**config.mk**
```make
export PLATFORM = sky130hd
export DESIGN_NAME = spi_regmaster
export DESIGN_NICKNAME = d
export VERILOG_FILES = /design/src/rtl/spim_pkg.sv /design/src/rtl/spim_fifo.sv /design/src/rtl/spim_shifter.sv /design/src/rtl/spi_regmaster.sv
export SDC_FILE = /design/constraint.sdc
export NUM_CORES = 1
export LEC_CHECK = 0
export ABC_AREA = 1
export BUFFER_PORTS_ARGS = -buffer_cell sky130_fd_sc_hd__buf_2
export CORE_MARGIN = 3
export CORE_UTILIZATION = 57
export CTS_BUF_LIST = sky130_fd_sc_hd__clkbuf_8
export DETAILED_ROUTE_END_ITERATION = 10
export PLACE_DENSITY_LB_ADDON = 0.3
export REMOVE_ABC_BUFFERS = 1
export SETUP_SLACK_MARGIN = 0.3
export SYNTH_ARGS = -nofsm -noshare
export SYNTH_HDL_FRONTEND = slang
export SYNTH_SLANG_ARGS = --single-unit
```
**constraint.sdc**
```tcl
create_clock -name clk -period 2.93 [get_ports clk]
set_clock_uncertainty 0.05 [all_clocks]
set_input_delay 0.7325 -clock clk [delete_from_list [all_inputs] [get_ports clk]]
set_output_delay 0.7325 -clock clk [all_outputs]
set_load 0.01 [all_outputs]
```
**src/rtl/spim_pkg.sv**
```systemverilog
package spim_pkg;
  localparam int OFF_MODE  = 'h00;
  localparam int OFF_SET0  = 'h04;
  localparam int OFF_SET1  = 'h08;
  localparam int OFF_STAT  = 'h14;
  localparam int OFF_DATA  = 'h18;

  typedef enum logic [1:0] {
    MODE_OFF = 2'b00,
    MODE_CFG = 2'b01,
    MODE_RUN = 2'b10,
    MODE_RSV = 2'b11
  } spim_mode_e;
endpackage

```
**src/rtl/spim_fifo.sv**
```systemverilog
module spim_fifo #(
  parameter int W     = 16,
  parameter int DEPTH = 4,
  localparam int PTR_W = (DEPTH > 1) ? $clog2(DEPTH) : 1,
  localparam int CNT_W = $clog2(DEPTH + 1)
) (
  input  logic             clk,
  input  logic             rst,
  input  logic             clr,
  input  logic             push,
  input  logic [W-1:0]     wdata,
  input  logic             pop,
  output logic [W-1:0]     rdata,
  output logic [CNT_W-1:0] count,
  output logic             full,
  output logic             empty
);
  logic [W-1:0]     mem [DEPTH];
  logic [PTR_W-1:0] wptr, rptr;
  logic             do_push, do_pop;

  assign full    = (count == CNT_W'(DEPTH));
  assign empty   = (count == '0);
  assign do_push = push && !full && !clr;
  assign do_pop  = pop && !empty && !clr;
  assign rdata   = mem[rptr];

  function automatic logic [PTR_W-1:0] nxt(input logic [PTR_W-1:0] p);
    return (p == PTR_W'(DEPTH - 1)) ? '0 : p + PTR_W'(1);
  endfunction

  always_ff @(posedge clk) begin
    if (do_push) mem[wptr] <= wdata;
  end

  always_ff @(posedge clk) begin
    if (rst || clr) begin
      wptr  <= '0;
      rptr  <= '0;
      count <= '0;
    end else begin
      if (do_push) wptr <= nxt(wptr);
      if (do_pop)  rptr <= nxt(rptr);
      case ({do_push, do_pop})
        2'b10:   count <= count + CNT_W'(1);
        2'b01:   count <= count - CNT_W'(1);
        default: count <= count;
      endcase
    end
  end

  a_r10_count_bound: assert property (@(posedge clk) disable iff (rst)
    count <= CNT_W'(DEPTH));
  a_r10_full_push_dropped: assert property (@(posedge clk) disable iff (rst)
    (push && full && !pop && !clr) |=> count == $past(count));
endmodule

```
**src/rtl/spim_shifter.sv**
```systemverilog
module spim_shifter #(
  parameter int WORD_W = 16,
  parameter int DIV_W  = 8,
  localparam int BIT_W = $clog2(WORD_W)
) (
  input  logic              clk,
  input  logic              rst,
  input  logic              abort,
  input  logic              start,
  input  logic [WORD_W-1:0] tx_word,
  input  logic              wide,
  input  logic              msb_first,
  input  logic              cpol,
  input  logic              cpha,
  input  logic [DIV_W-1:0]  div,
  input  logic              miso,
  output logic              busy,
  output logic              done,
  output logic [WORD_W-1:0] rx_word,
  output logic              sck,
  output logic              mosi
);
  localparam int HALF_W = WORD_W / 2;

  logic [DIV_W:0]      period, lead, trail, cnt;
  logic                half;
  logic [BIT_W-1:0]    bitn, topi;
  logic [WORD_W-1:0]   sr, rsr, rsr_smp, mask;

  assign period = {1'b0, div} + (DIV_W + 1)'(1);
  assign lead   = period >> 1;
  assign trail  = period - lead;
  assign topi   = wide ? BIT_W'(WORD_W - 1) : BIT_W'(HALF_W - 1);
  assign mask   = wide ? '1 : {{(WORD_W - HALF_W){1'b0}}, {HALF_W{1'b1}}};

  always_comb begin
    if (msb_first) begin
      rsr_smp = {rsr[WORD_W-2:0], miso};
    end else begin
      rsr_smp = rsr >> 1;
      rsr_smp[topi] = miso;
    end
  end

  assign mosi = msb_first ? sr[topi] : sr[0];
  assign sck  = busy ? (cpol ^ (cpha ? ~half : half)) : cpol;

  always_ff @(posedge clk) begin
    if (rst) begin
      busy    <= 1'b0;
      done    <= 1'b0;
      half    <= 1'b0;
      cnt     <= '0;
      bitn    <= '0;
      sr      <= '0;
      rsr     <= '0;
      rx_word <= '0;
    end else if (abort) begin
      busy <= 1'b0;
      done <= 1'b0;
      half <= 1'b0;
    end else begin
      done <= 1'b0;
      if (!busy) begin
        if (start) begin
          busy <= 1'b1;
          half <= 1'b0;
          cnt  <= lead - (DIV_W + 1)'(1);
          bitn <= '0;
          sr   <= tx_word & mask;
          rsr  <= '0;
        end
      end else if (cnt != '0) begin
        cnt <= cnt - (DIV_W + 1)'(1);
      end else if (!half) begin
        rsr  <= rsr_smp;
        half <= 1'b1;
        cnt  <= trail - (DIV_W + 1)'(1);
      end else if (bitn == topi) begin
        busy    <= 1'b0;
        done    <= 1'b1;
        half    <= 1'b0;
        rx_word <= rsr & mask;
      end else begin
        bitn <= bitn + BIT_W'(1);
        half <= 1'b0;
        cnt  <= lead - (DIV_W + 1)'(1);
        sr   <= msb_first ? (sr << 1) : (sr >> 1);
      end
    end
  end

  // between words SCK rests at the polarity level
  a_r6_sck_rest: assert property (@(posedge clk) disable iff (rst)
    (!busy && !$past(busy) && $stable(cpol)) |-> $stable(sck));
  // a completed word is reported exactly once
  a_r9_single_done: assert property (@(posedge clk) disable iff (rst)
    done |=> !done);
endmodule

```
**src/rtl/spi_regmaster.sv**
```systemverilog
module spi_regmaster #(
  parameter int ADDR_W     = 5,
  parameter int WORD_W     = 16,
  parameter int DIV_W      = 8,
  parameter int FIFO_DEPTH = 4
) (
  input  logic              clk,
  input  logic              rst,
  input  logic              bus_wr,
  input  logic              bus_rd,
  input  logic [ADDR_W-1:0] bus_addr,
  input  logic [31:0]       bus_wdata,
  output logic [31:0]       bus_rdata,
  output logic              sck,
  output logic              mosi,
  input  logic              miso,
  output logic              irq
);
  import spim_pkg::*;
  localparam int CNT_W = $clog2(FIFO_DEPTH + 1);

  spim_mode_e        mode_q;
  logic              hold_q, cpol_q, cpha_q, msb_q, rx_ie_q, wide_q, ovr_q, irq_q;
  logic [1:0]        lvl_q;
  logic [DIV_W-1:0]  div_q, div_in;
  logic [31:0]       rdata_q, stat;

  logic wr_mode, wr_set0, wr_set1, wr_data, rd_data, cfg_ok, clr;
  logic tx_full, tx_empty, rx_full, rx_empty, busy, done, start, thr;
  logic [WORD_W-1:0] tx_head, rx_head, rx_word;
  logic [CNT_W-1:0]  tx_cnt, rx_cnt;

  assign wr_mode = bus_wr && (bus_addr == ADDR_W'(OFF_MODE));
  assign wr_set0 = bus_wr && (bus_addr == ADDR_W'(OFF_SET0));
  assign wr_set1 = bus_wr && (bus_addr == ADDR_W'(OFF_SET1));
  assign wr_data = bus_wr && (bus_addr == ADDR_W'(OFF_DATA));
  assign rd_data = bus_rd && (bus_addr == ADDR_W'(OFF_DATA));
  assign cfg_ok  = (mode_q == MODE_CFG);
  assign clr     = wr_mode && bus_wdata[0];
  assign div_in  = bus_wdata[8 +: DIV_W];
  assign start   = (mode_q == MODE_RUN) && !hold_q && !busy && !tx_empty && !rx_full;
  assign thr     = rx_cnt >= (CNT_W'(lvl_q) + CNT_W'(1));

  spim_fifo #(.W(WORD_W), .DEPTH(FIFO_DEPTH)) tx_q_i (
    .clk(clk), .rst(rst), .clr(clr),
    .push(wr_data), .wdata(bus_wdata[WORD_W-1:0]),
    .pop(start), .rdata(tx_head),
    .count(tx_cnt), .full(tx_full), .empty(tx_empty));

  spim_fifo #(.W(WORD_W), .DEPTH(FIFO_DEPTH)) rx_q_i (
    .clk(clk), .rst(rst), .clr(clr),
    .push(done), .wdata(rx_word),
    .pop(rd_data), .rdata(rx_head),
    .count(rx_cnt), .full(rx_full), .empty(rx_empty));

  spim_shifter #(.WORD_W(WORD_W), .DIV_W(DIV_W)) shift_i (
    .clk(clk), .rst(rst), .abort(clr), .start(start), .tx_word(tx_head),
    .wide(wide_q), .msb_first(msb_q), .cpol(cpol_q), .cpha(cpha_q),
    .div(div_q), .miso(miso), .busy(busy), .done(done),
    .rx_word(rx_word), .sck(sck), .mosi(mosi));

  always_comb begin
    stat        = '0;
    stat[14]    = thr;
    stat[13:11] = 3'(tx_cnt);
    stat[10:8]  = 3'(rx_cnt);
    stat[7]     = ovr_q;
    stat[2]     = !busy && !done && tx_empty;
  end

  always_ff @(posedge clk) begin
    if (rst) begin
      mode_q  <= MODE_CFG;
      hold_q  <= 1'b0;
      cpol_q  <= 1'b0;
      cpha_q  <= 1'b0;
      msb_q   <= 1'b0;
      rx_ie_q <= 1'b0;
      lvl_q   <= '0;
      div_q   <= DIV_W'(1);
      wide_q  <= 1'b0;
      ovr_q   <= 1'b0;
      irq_q   <= 1'b0;
      rdata_q <= '0;
    end else begin
      if (wr_mode) begin
        mode_q <= spim_mode_e'(bus_wdata[7:6]);
        hold_q <= bus_wdata[1];
      end
      if (wr_set0) begin
        lvl_q   <= bus_wdata[13:12];
        rx_ie_q <= bus_wdata[9];
        if (cfg_ok) begin
          msb_q  <= bus_wdata[2];
          cpha_q <= bus_wdata[1];
          cpol_q <= bus_wdata[0];
        end
      end
      if (wr_set1 && cfg_ok) begin
        div_q  <= (div_in == '0) ? DIV_W'(1) : div_in;
        wide_q <= bus_wdata[4];
      end
      if (clr)                    ovr_q <= 1'b0;
      else if (wr_data && tx_full) ovr_q <= 1'b1;
      irq_q <= rx_ie_q && thr;
      if (bus_rd) begin
        case (int'(bus_addr))
          OFF_MODE: rdata_q <= {24'b0, mode_q, 4'b0, hold_q, 1'b0};
          OFF_SET0: rdata_q <= {18'b0, lvl_q, 2'b0, rx_ie_q, 6'b0, msb_q, cpha_q, cpol_q};
          OFF_SET1: rdata_q <= 32'({div_q, 3'b0, wide_q ? 5'd16 : 5'd8});
          OFF_STAT: rdata_q <= stat;
          OFF_DATA: rdata_q <= rx_empty ? '0 : 32'(rx_head);
          default:  rdata_q <= '0;
        endcase
      end
    end
  end

  assign bus_rdata = rdata_q;
  assign irq       = irq_q;

  a_r3_setup_frozen: assert property (@(posedge clk) disable iff (rst)
    (mode_q != MODE_CFG) |=> $stable({div_q, wide_q, cpol_q, cpha_q, msb_q}));
  a_r4_start_in_run: assert property (@(posedge clk) disable iff (rst)
    $rose(busy) |-> $past(mode_q == MODE_RUN && !hold_q));
  a_r10_overrun_sticky: assert property (@(posedge clk) disable iff (rst)
    (ovr_q && !clr) |=> ovr_q);
  a_r13_irq_needs_enable: assert property (@(posedge clk) disable iff (rst)
    irq |-> $past(rx_ie_q));
  a_r11_clear_empties: assert property (@(posedge clk) disable iff (rst)
    clr |=> (tx_cnt == '0 && rx_cnt == '0 && !busy));
endmodule

```
==> summary.txt <==
CP max FO = 32
initial antenna violation count = 0
syn avg cell area = 9.128 um^2
cts bufs inserted = 41
post-synth top area share = 34.01%
die area = 21550 um^2
register area share after synthesis = 54.92%
Placement Cell Area = 11920 um^2
routed wire length = 27250 um
Layout Cells excl Fill = 1619
ANT cells = 0
final setup vio count = 0
Die Ht = 146.8 um
R2R setup slack = 0.44 ns
top cells by count, synth = nand2_1 (162), nor2_1 (151), o21ai_0 (143)
clock latency on the worst-skew pair = 0.55 ns
FILL cells = 1475
Critical Path Slowest Stage Cell = dfxtp_1
Arr. time, crit path = 1.78 ns
number of primary I/O pins = 77
Peak Freq = 389.7 MHz
Mapped Cells = 1238
DP HPWL = 17960 um
clk slew on worst S/H paths = 0.06 ns
Final Slew Violations = 0
top_reg_cell synth = edfxtp_1
Synth area leader = edfxtp_1
Req. time, crit path = 2.15 ns
drt drc = 0
Min Clock Period, post-route = 2.566 ns
Crit. End Element = output port
Cells after DPL = 1533
pre-CTS WS = 0.02673 ns
CTS sink cnt = 246
Unique masters post-synth = 48
DRT met1 WL = 11660 um
share of cells above drive strength 1 = 15.08%
WL met3 = 2163 um
Crit path top cell by count = o21ai_0
Power Density = 513.8 nW/um^2
DRT iter0 DRCs = 877
die width = 146.8 um
GRT Total Usage = 24.36%
met2 routed WL = 12690 um
Port Buffers = 44
Max IR drop VDD = 0.6035 mV
critical path class = reg2out
Worst Setup Start Kind = register
slowest cell delay on critical path = 0.39 ns
cell with the most instances after synthesis = nand2_1
initial core utilization = 59.23%
Core Area = 19080 um^2
post-synthesis register bit count = 246
vias in the first global route = 8367
Slew Limit Headroom = 40.91%
final setup TNS = 0 ns
largest net degree at the start of global routing = 48
Hold WS = 0.3619 ns
warning count from the yosys run = 0
Final period util = 87.59%
iteration count of the initial detailed-routing pass = 6
area delta synth->final = 14.59%
Root Buffer = clkbuf_8
Overall Power = 6.653 mW
fin area = 12950 um^2
drt wl/cell = 16.83 um
CTS tree = yes
Nets = 1405
Final Hold Viols = 0
ys async rst share = 0%
GP Congestion = 0.9330
Finished Core Util = 67.87%
Vias/cell = 5.627
LEAKAGE = 4.937 nW
H-tree depth = 2
Worst-Margin Slew = 0.8854 ns
fin worst setup slack = 0.3637 ns
GRT overflow = 0
largest cells by area after synthesis = edfxtp_1 (34%), dfxtp_1 (21%), o21ai_0 (6.3%)
status = finished, final reports clean
EDFF count, synth = 128
Highest Signal Layer = met4
Hold Crit Class = in2reg
Routed Antenna Nets = 0
worst-case clock buffer depth = 3
max_cap viols = 0
row count = 50
RSZ-0062 raised after global routing = true
first-pass GRT wire length = 42660 um
CP Cell Sequence = buf_12 > inv_1 > a21oi_1 > o21ai_0 > o21ai_0 > buf_2
detailed-route via count = 9110
Mapped Area = 11300 um^2
[layout by cell type (no fill, tap or decap), types with 4 or more instances in the layout]
cell / instances
nor2_1: 149
nor2_2: 5
buf_4: 51
o211ai_1: 10
a31oi_1: 14
nand4_1: 6
xnor2_1: 7
o221ai_1: 5
inv_4: 4
a211oi_1: 25
o21ai_1: 4
o22ai_1: 27
edfxtp_1: 128
clkbuf_8: 47
buf_2: 44
inv_2: 4
nand2_1: 160
nor2_4: 4
clkinvlp_4: 5
nor3_1: 15
clkinv_1: 8
nand2_2: 4
o21ai_0: 141
ha_1: 29
a21oi_1: 93
inv_1: 122
nand3_1: 51
conb_1: 16
dfxtp_1: 113
or2_2: 5
xor2_1: 12
[cell families (layout without fill, tap and decap cells)]
family,after synthesis,in the layout,synth area share (%)
flops,246,246,54.92
xor+xnor,20,20,1.550
other cells,1,16,0.03318
buf+inv,189,295,6.986
simple gates,413,413,15.84
compound gates,333,333,16.49
fa+ha+maj,36,36,4.185
[state kept, by name, indices dropped and copies added, names as in the netlist, 2 cells and up, named ones only]
signal           count
rx_q_i.count         3
rx_q_i.wptr          2
shift_i.rx_word     16
bus_rdata           16
tx_q_i.count         3
tx_q_i.wptr          2
lvl_q                2
rx_q_i.mem          64
tx_q_i.mem          64
shift_i.cnt          9
div_q                8
tx_q_i.rptr          2
shift_i.rsr         16
shift_i.sr          16
shift_i.bitn         4
mode_q               2
rx_q_i.rptr          2
[where the power goes]
group | switching, mW | internal, mW | total [mW]
clock | 1.36 | 1.48 | 2.83
combinational | 0.146 | 0.0621 | 0.208
sequential | 0.00517 | 3.61 | 3.61
total | 1.51 | 5.15 | 6.65
[critical path: cells and delay by family (launching register included)]
kind / cells / cell delay [ns]
AO/OA/AOI/OAI: 3 / 0.38
buffers and inverters: 3 / 0.48
flip-flops: 1 / 0.39
[final timing paths]
| path | from | endpoint | cells past startpoint |
|---|---|---|---|
| worst min-delay path | bus_wdata[3] | tx_q_i.mem[1][3]$_DFFE_PP_ | 1 |
| worst max register to register | div_q[0]$_SDFFE_PP1P_ | shift_i.cnt[7]$_SDFFE_PP0P_ | 16 |
| worst min register to register | bus_rdata[12]$_SDFFE_PP0P_ | bus_rdata[12]$_SDFFE_PP0P_ | 2 |
| worst max-delay path | msb_q$_SDFFE_PP0P_ | mosi | 6 |
[layout make-up]
| class | instances | area (um^2) | area share, % |
|---|---|---|---|
| Timing Repair Buffer | 101 | 710.7 | 5.488 |
| Multi-Input combinational cell | 818 | 4456 | 34.41 |
| Inverter | 119 | 461.7 | 3.565 |
| Sequential cell | 246 | 6220 | 48.03 |
| Tap cell | 260 | 325.3 | 2.512 |
| Clock inverter | 28 | 130.1 | 1.005 |
| Clock buffer | 47 | 646.9 | 4.995 |
[repair_timing]
action                     CTS  global route
pin swaps                    1             4
setup endpoints to repair    7            35
resized for setup            6            34
hold buffers                 0             0
buffers inserted             1             9
cloned                       0             1
[per-layer routing]
layer	vias to the layer above	GRT usage, %
met4	0	7.667
met2	416	39.76
met1	4212	33.99
met5	-	0
met3	57	3.455
li1	4425	-
Power figures use the tool's default switching activity.
